$ cat src/rtl/uda_pkg.sv
package uda_pkg;

    localparam int LINES = 9;
    localparam int BCD_W = 4;

    typedef enum logic [1:0] {
        ST_UNCFG = 2'd0,
        ST_READY = 2'd1,
        ST_DONE  = 2'd2
    } uda_state_e;

    // number of active lines in one digit group
    function automatic logic [3:0] line_count(input logic [LINES-1:0] v);
        logic [3:0] c;
        c = '0;
        for (int k = 0; k < LINES; k++) begin
            c = c + 4'(v[k]);
        end
        return c;
    endfunction

    // true when active lines form a run starting at line 0
    function automatic logic is_thermo(input logic [LINES-1:0] v);
        logic [LINES-1:0] nxt;
        nxt = v + LINES'(1);
        return (v & nxt) == '0;
    endfunction

endpackage

$ cat src/rtl/uda_digit_cell.sv
module uda_digit_cell
    import uda_pkg::*;
(
    input  logic             en,
    input  logic [LINES-1:0] a_lines,
    input  logic [LINES-1:0] b_lines,
    input  logic             carry_in,
    output logic [BCD_W-1:0] digit,
    output logic             carry_out,
    output logic             bad
);

    logic [3:0] cnt_a;
    logic [3:0] cnt_b;
    logic [4:0] acc;

    always_comb begin
        cnt_a     = en ? line_count(a_lines) : 4'd0;
        cnt_b     = en ? line_count(b_lines) : 4'd0;
        acc       = 5'(cnt_a) + 5'(cnt_b) + 5'(en & carry_in);
        carry_out = (acc >= 5'd10);
        digit     = carry_out ? 4'(acc - 5'd10) : acc[3:0];
        bad       = en & (~is_thermo(a_lines) | ~is_thermo(b_lines));
    end

endmodule

$ cat src/rtl/uda_digit_chain.sv
module uda_digit_chain
    import uda_pkg::*;
#(
    parameter int NDIG = 5
) (
    input  logic [NDIG*LINES-1:0] a_vec,
    input  logic [NDIG*LINES-1:0] b_vec,
    input  logic [NDIG-1:0]       used,
    output logic [NDIG*BCD_W-1:0] digits,
    output logic [NDIG:0]         carries,
    output logic [NDIG-1:0]       bad
);

    assign carries[0] = 1'b0;

    for (genvar i = 0; i < NDIG; i++) begin : g_pos
        uda_digit_cell u_cell (
            .en        (used[i]),
            .a_lines   (a_vec[i*LINES +: LINES]),
            .b_lines   (b_vec[i*LINES +: LINES]),
            .carry_in  (carries[i]),
            .digit     (digits[i*BCD_W +: BCD_W]),
            .carry_out (carries[i+1]),
            .bad       (bad[i])
        );
    end

endmodule

$ cat src/rtl/uda_seq.sv
module uda_seq
    import uda_pkg::*;
#(
    parameter int INT_MAX  = 3,
    parameter int FRAC_MAX = 2,
    parameter int IW       = 2,
    parameter int FW       = 2
) (
    input  logic          clk,
    input  logic          rst_n,
    input  logic          cfg_load,
    input  logic [IW-1:0] cfg_int,
    input  logic [FW-1:0] cfg_frac,
    input  logic          start,
    output logic [IW-1:0] int_q,
    output logic [FW-1:0] frac_q,
    output logic          capture,
    output logic          valid
);

    uda_state_e state_q;
    uda_state_e state_d;
    logic       cfg_in_range;
    logic       cfg_take;

    assign cfg_in_range = (cfg_int != '0) && (cfg_int <= IW'(INT_MAX))
                          && (cfg_frac <= FW'(FRAC_MAX));
    assign cfg_take = cfg_load & cfg_in_range;

    // state register
    always_ff @(posedge clk or negedge rst_n) begin
        if (!rst_n) begin
            state_q <= ST_UNCFG;
        end else begin
            state_q <= state_d;
        end
    end

    // transitions
    always_comb begin
        state_d = state_q;
        unique case (state_q)
            ST_UNCFG: if (cfg_take) state_d = ST_READY;                    // cfg_accept
            ST_READY: if (start) state_d = ST_DONE;                        // add_go
                      else if (cfg_take) state_d = ST_READY;               // reconfig
            ST_DONE:  if (start) state_d = ST_DONE;                        // add_go
                      else state_d = ST_READY;                             // result_retire / reconfig
            default:  state_d = ST_UNCFG;
        endcase
    end

    // outputs
    always_comb begin
        unique case (state_q)
            ST_UNCFG: begin capture = 1'b0;  valid = 1'b0; end
            ST_READY: begin capture = start; valid = 1'b0; end
            ST_DONE:  begin capture = start; valid = 1'b1; end
            default:  begin capture = 1'b0;  valid = 1'b0; end
        endcase
    end

    // configuration register
    always_ff @(posedge clk or negedge rst_n) begin
        if (!rst_n) begin
            int_q  <= '0;
            frac_q <= '0;
        end else if (cfg_take) begin
            int_q  <= cfg_int;
            frac_q <= cfg_frac;
        end
    end


    bad_cfg_kept_chk: assert property (@(posedge clk) disable iff (!rst_n)
        (cfg_load && !cfg_in_range) |=> ($stable(int_q) && $stable(frac_q)));


    no_start_unconfigured_chk: assert property (@(posedge clk) disable iff (!rst_n)
        (state_q == ST_UNCFG) |=> (state_q != ST_DONE));

endmodule

$ cat src/rtl/uda_adder.sv
module uda_adder
    import uda_pkg::*;
#(
    parameter int INT_MAX  = 3,
    parameter int FRAC_MAX = 2,
    localparam int NDIG    = INT_MAX + FRAC_MAX,
    localparam int IW      = $clog2(INT_MAX + 1),
    localparam int FW      = $clog2(FRAC_MAX + 1),
    localparam int TW      = $clog2(NDIG + 1)
) (
    input  logic                   clk,
    input  logic                   rst_n,
    input  logic                   cfg_load,
    input  logic [IW-1:0]          cfg_int_digits,
    input  logic [FW-1:0]          cfg_frac_digits,
    input  logic                   start,
    input  logic [NDIG*LINES-1:0]  opa_lines,
    input  logic [NDIG*LINES-1:0]  opb_lines,
    output logic                   res_valid,
    output logic [NDIG*BCD_W-1:0]  res_bcd,
    output logic [NDIG-1:0]        res_point,
    output logic                   res_ovf,
    output logic                   res_therm_err
);

    logic [IW-1:0]         int_q;
    logic [FW-1:0]         frac_q;
    logic                  capture;
    logic [TW-1:0]         top;
    logic [NDIG-1:0]       used;
    logic [NDIG*BCD_W-1:0] digits;
    logic [NDIG:0]         carries;
    logic [NDIG-1:0]       bad;

    uda_seq #(
        .INT_MAX  (INT_MAX),
        .FRAC_MAX (FRAC_MAX),
        .IW       (IW),
        .FW       (FW)
    ) u_seq (
        .clk      (clk),
        .rst_n    (rst_n),
        .cfg_load (cfg_load),
        .cfg_int  (cfg_int_digits),
        .cfg_frac (cfg_frac_digits),
        .start    (start),
        .int_q    (int_q),
        .frac_q   (frac_q),
        .capture  (capture),
        .valid    (res_valid)
    );

    assign top = TW'(int_q) + TW'(frac_q);

    for (genvar i = 0; i < NDIG; i++) begin : g_mask
        assign used[i] = (TW'(i) < top);
    end

    uda_digit_chain #(
        .NDIG (NDIG)
    ) u_chain (
        .a_vec   (opa_lines),
        .b_vec   (opb_lines),
        .used    (used),
        .digits  (digits),
        .carries (carries),
        .bad     (bad)
    );

    always_ff @(posedge clk or negedge rst_n) begin
        if (!rst_n) begin
            res_bcd       <= '0;
            res_point     <= '0;
            res_ovf       <= 1'b0;
            res_therm_err <= 1'b0;
        end else if (capture) begin
            res_bcd       <= digits;
            res_point     <= NDIG'(1) << frac_q;
            res_ovf       <= carries[top];
            res_therm_err <= |bad;
        end
    end


    valid_after_start_chk: assert property (@(posedge clk) disable iff (!rst_n)
        res_valid |-> $past(start));


    point_onehot_chk: assert property (@(posedge clk) disable iff (!rst_n)
        res_valid |-> ($countones(res_point) == 1));


    hold_result_chk: assert property (@(posedge clk) disable iff (!rst_n)
        !capture |=> ($stable(res_bcd) && $stable(res_ovf) && $stable(res_point)));

    for (genvar i = 0; i < NDIG; i++) begin : g_chk

        bcd_range_chk: assert property (@(posedge clk) disable iff (!rst_n)
            res_valid |-> (res_bcd[i*BCD_W +: BCD_W] <= 4'd9));

        unused_zero_chk: assert property (@(posedge clk) disable iff (!rst_n)
            (res_valid && !$past(used[i])) |-> (res_bcd[i*BCD_W +: BCD_W] == 4'd0));
    end

endmodule

$ cat config.mk
export PLATFORM = sky130hd
export DESIGN_NAME = uda_adder
export DESIGN_NICKNAME = d
export VERILOG_FILES = /design/src/rtl/uda_pkg.sv /design/src/rtl/uda_digit_cell.sv /design/src/rtl/uda_digit_chain.sv /design/src/rtl/uda_seq.sv /design/src/rtl/uda_adder.sv
export SDC_FILE = /design/constraint.sdc
export NUM_CORES = 1
export LEC_CHECK = 0
export BUFFER_PORTS_ARGS = -buffer_cell sky130_fd_sc_hd__buf_2
export CAP_MARGIN = 20
export CORE_MARGIN = 5
export CORE_UTILIZATION = 40
export DETAILED_ROUTE_END_ITERATION = 6
export GPL_TIMING_DRIVEN = 0
export PLACE_DENSITY_LB_ADDON = 0.3
export SLEW_MARGIN = 20
export SYNTH_ARGS = -nofsm -noshare
export SYNTH_HDL_FRONTEND = slang
export SYNTH_SLANG_ARGS = --single-unit
$ cat constraint.sdc
create_clock -name clk -period 33 [get_ports clk]
set_input_delay 1.65 -clock clk [delete_from_list [all_inputs] [get_ports clk]]
set_output_delay 1.65 -clock clk [all_outputs]
set_load 0.05 [all_outputs]
==> key figures <==
Global route
  – First-pass GRT wire length: 20300 microns
  – Vias in the first global route: 4626
  – GRT overflow: 0
  – Number of antenna violations at the first check in global routing: 0
  – Largest net degree at the start of global routing: 33
  – Global Route Usage Sum: 0.152

Floorplanning
  – Die height: 125 microns
  – Die Area: 15600 sq um
  – Placeable core region: 13100 sq um
  – Die Wd: 125 microns
  – Site row count: 42
  – Starting Density: 0.403
  – # IOs: 126

Worst setup path
  – Critical path class: input port to register
  – Arr. time, crit path: 14.62 ns
  – Crit path required time: 33.16 ns
  – Startpoint types: input port
  – Most frequent CP cell: fa_1
  – Crit path max-delay family: adder cells
  – CP endpoint kind: register
  – R2r setup slk: 20.11 ns
  – Buf+Inv Stages, Crit Path: 9
  – Crit-path max FO: 5
  – Slowest CP cell: a2111oi_2
  – Slowest stage delay, CP: 0.64 ns

Clock tree
  – TritonCTS Sinks: 32
  – Root Driver: clkbuf_16
  – PostCTS Resize Cnt: 0
  – Post-CTS setup buffer count: 0
  – Clock tree from TritonCTS: done
  – CTS Hold Bufs: 0
  – Clk buf depth: 2
  – TritonCTS buffer count: 5
  – H-tree Lvls: 2
  – Clock transition at path regs: 0.05 ns
  – Worst-skew pair later-pin latency: 0.28 ns

Synth
  – Yosys warns: 0
  – Register area share after synthesis: 0.152
  – Post-Syn Area: 5270 sq um
  – Asr flop ratio synth: 1.00
  – Top FF cell, synth: dfrtp_1
  – FF+latch count, synth: 32
  – Syn nets: 844
  – Post-synthesis cell type count: 63
  – Post-synth EDFFs: 0
  – Cell count after synthesis: 620
  – Syn Area/Cell: 8.50 sq um

Placement
  – HPWL Detailed: 10800 microns
  – # port buffers: 124
  – Routability cong.: 0.866

Detailed routing
  – Met3 wire len: 588 microns
  – Wl on met1: 5470 microns
  – Routed WL per cell: 13.2 microns
  – Vias: 4586
  – DRC Markers: 0
  – Met2 Wirelength: 6090 microns
  – Drt pass-1 iters: 5
  – Top sig layer: met4
  – Antenna Nets Post-Route: 0
  – Vias per inst: 4.94
  – Wirelength, routed: 12200 microns
  – Initial DRC count: 207

Cells and area
  – Layout cells sized above 1: 0.207
  – Antenna diode instance count: 0
  – Area Overhead vs Synth: 19.1%
  – Layout Nets: 975

STA
  – Min Tclk post-route: 14.46 ns
  – Crit share post-route: 0.438
  – Clock skew: 0.00624 ns
  – Setup total negative slack: 0 ns
  – RSZ-0062 raised after global routing: no
  – Actual slew at the worst max-slew pin: 0.761 ns
  – Slew Limit Fails: 0
  – Final Hold Vio Count: 0
  – Setup Viol. Count Final: 0
  – Hold_ws: 0.471 ns
  – Max_slew headroom: 0.488
  – Fmax: 69.2 MHz

Power and ir drop
  – Maximum vdd drop: 0.0344 mV
  – Power Dens Cells: 77.6 nW/um^2
  – Pleak: 3.39 nW

Outcome
  – Status: complete, no violations

Hold path
  – Worst min-delay path category: register to register

Job
  – # Max-Cap Violations: 0
placed cells by master, fill, tap and decap left out, types with 2 or more instances in the layout:
| cell type | count |
|---|---|
| inv_1 | 142 |
| buf_2 | 124 |
| ha_1 | 66 |
| fa_1 | 60 |
| nor2_1 | 55 |
| o21ai_0 | 40 |
| nand2_1 | 39 |
| dfrtp_1 | 32 |
| a21oi_1 | 18 |
| xnor2_1 | 11 |
| xor2_1 | 11 |
| nand3_1 | 11 |
| nor2b_1 | 10 |
| mux2_2 | 10 |
| nand2b_1 | 8 |
| or2_2 | 8 |
| clkbuf_1 | 7 |
| a21o_1 | 7 |
| o22ai_1 | 7 |
| a211oi_1 | 6 |
| o21ai_1 | 5 |
| clkbuf_16 | 5 |
| nor3_1 | 4 |
| nor3b_1 | 4 |
| nand4_1 | 4 |
| a31oi_1 | 3 |
| a211o_1 | 3 |
| or3_1 | 3 |
| mux2i_1 | 3 |
| a2111oi_0 | 3 |
| a211oi_2 | 2 |
| o211ai_1 | 2 |
| o2111ai_1 | 2 |
| a222oi_1 | 2 |
| a221oi_1 | 2 |
sequential cells by signal, summed over array words and instances (netlist names):
signal / cells
u_seq.state_q: 2
res_point: 4
res_ovf: 1
u_seq.frac_q: 2
res_therm_err: 1
u_seq.int_q: 2
res_bcd: 20
Yosys cell counts (all sizes together), types with 2 or more instances:
cell,n,share of area
o21ai,45,0.043
or3,3,0.0036
xor2,11,0.018
a2111oi,4,0.0078
nand4,4,0.0047
nand3,11,0.010
a21o,7,0.010
inv,142,0.10
a211o,3,0.0050
a221oi,2,0.0033
nor2,55,0.039
nor3,4,0.0038
a31o,2,0.0033
a31oi,4,0.0059
nand2b,8,0.0095
fa,60,0.23
o211ai,2,0.0028
mux2i,3,0.0057
ha,66,0.16
mux2,11,0.023
nand2,39,0.028
o22ai,7,0.0083
nor3b,4,0.0057
clkbuf,7,0.0050
xnor2,11,0.018
nor2b,10,0.012
a211oi,8,0.013
or2,8,0.0095
a21boi,2,0.0028
a222oi,2,0.0038
dfrtp,32,0.15
a21oi,18,0.017
o2111ai,2,0.0033
path summary, 6_finish.rpt:
path                                      start  cells past startpoint          end
worst max-delay path               opa_lines[0]                     53      res_ovf
worst min-delay path                res_bcd[12]                      2  res_bcd[12]
worst max register to register  u_seq.frac_q[0]                     51      res_ovf
worst min register to register      res_bcd[12]                      2  res_bcd[12]
max in group asynchronous                 rst_n                      1  res_bcd[12]
min in group asynchronous                 rst_n                      1   res_bcd[9]
layout make-up:
class	instances	area, sq um
Fill cell	1306	6800
Multi-Input combinational cell	438	3910
Clock buffer	5	125
Tap cell	176	220
Clock inverter	3	42.5
Timing Repair Buffer	124	621
Sequential cell	32	801
Inverter	142	533
Buffer	8	33.8
per-layer routing:
layer / track usage / vias to the layer above
met2: 0.278 / 104
met5: 0 / -
li1: - / 2273
met1: 0.194 / 2202
met4: 0.0191 / 0
met3: 0.0262 / 7
tightest hold or removal path, stage by stage, from the launching register on:
cell and delay (ns):
dfrtp_1 0.33, nand2_1 0.05, o21ai_0 0.06
metrics by stage:
stage | util | instances | power, W | cell area [sq um] | worst slack, ns
CTS | 0.480 | 928 | 0.000490 | 6280 | 18.59
floorplan | - | 620 | 0.000348 | 5270 | 19.80
finish | 0.480 | 928 | 0.000488 | 6280 | 18.54
detailed placement | 0.467 | 920 | 0.000435 | 6110 | 18.33
global route | 0.480 | 928 | 0.000536 | 6280 | 17.61
global placement | 0.467 | 920 | 0.000421 | 6110 | 18.57
cell families (layout without fill, tap and decap cells):
kind of cell,Yosys count,after routing,share of synthesized area
mux,14,14,0.0292
compound gates,123,123,0.155
buf+inv,150,282,0.108
other cells,1,1,0.000711
flops,32,32,0.152
simple gates,152,152,0.135
xor+xnor,22,22,0.0365
fa+ha+maj,126,126,0.384
where the power goes:
group,total (W),switching (W),internal [W]
logic,0.000370,0.000226,0.000144
registers,0.0000649,0.00000945,0.0000554
clock network,0.0000530,0.0000175,0.0000354
total,0.000488,0.000253,0.000234
Note: power is estimated with default switching activity, not from simulation.
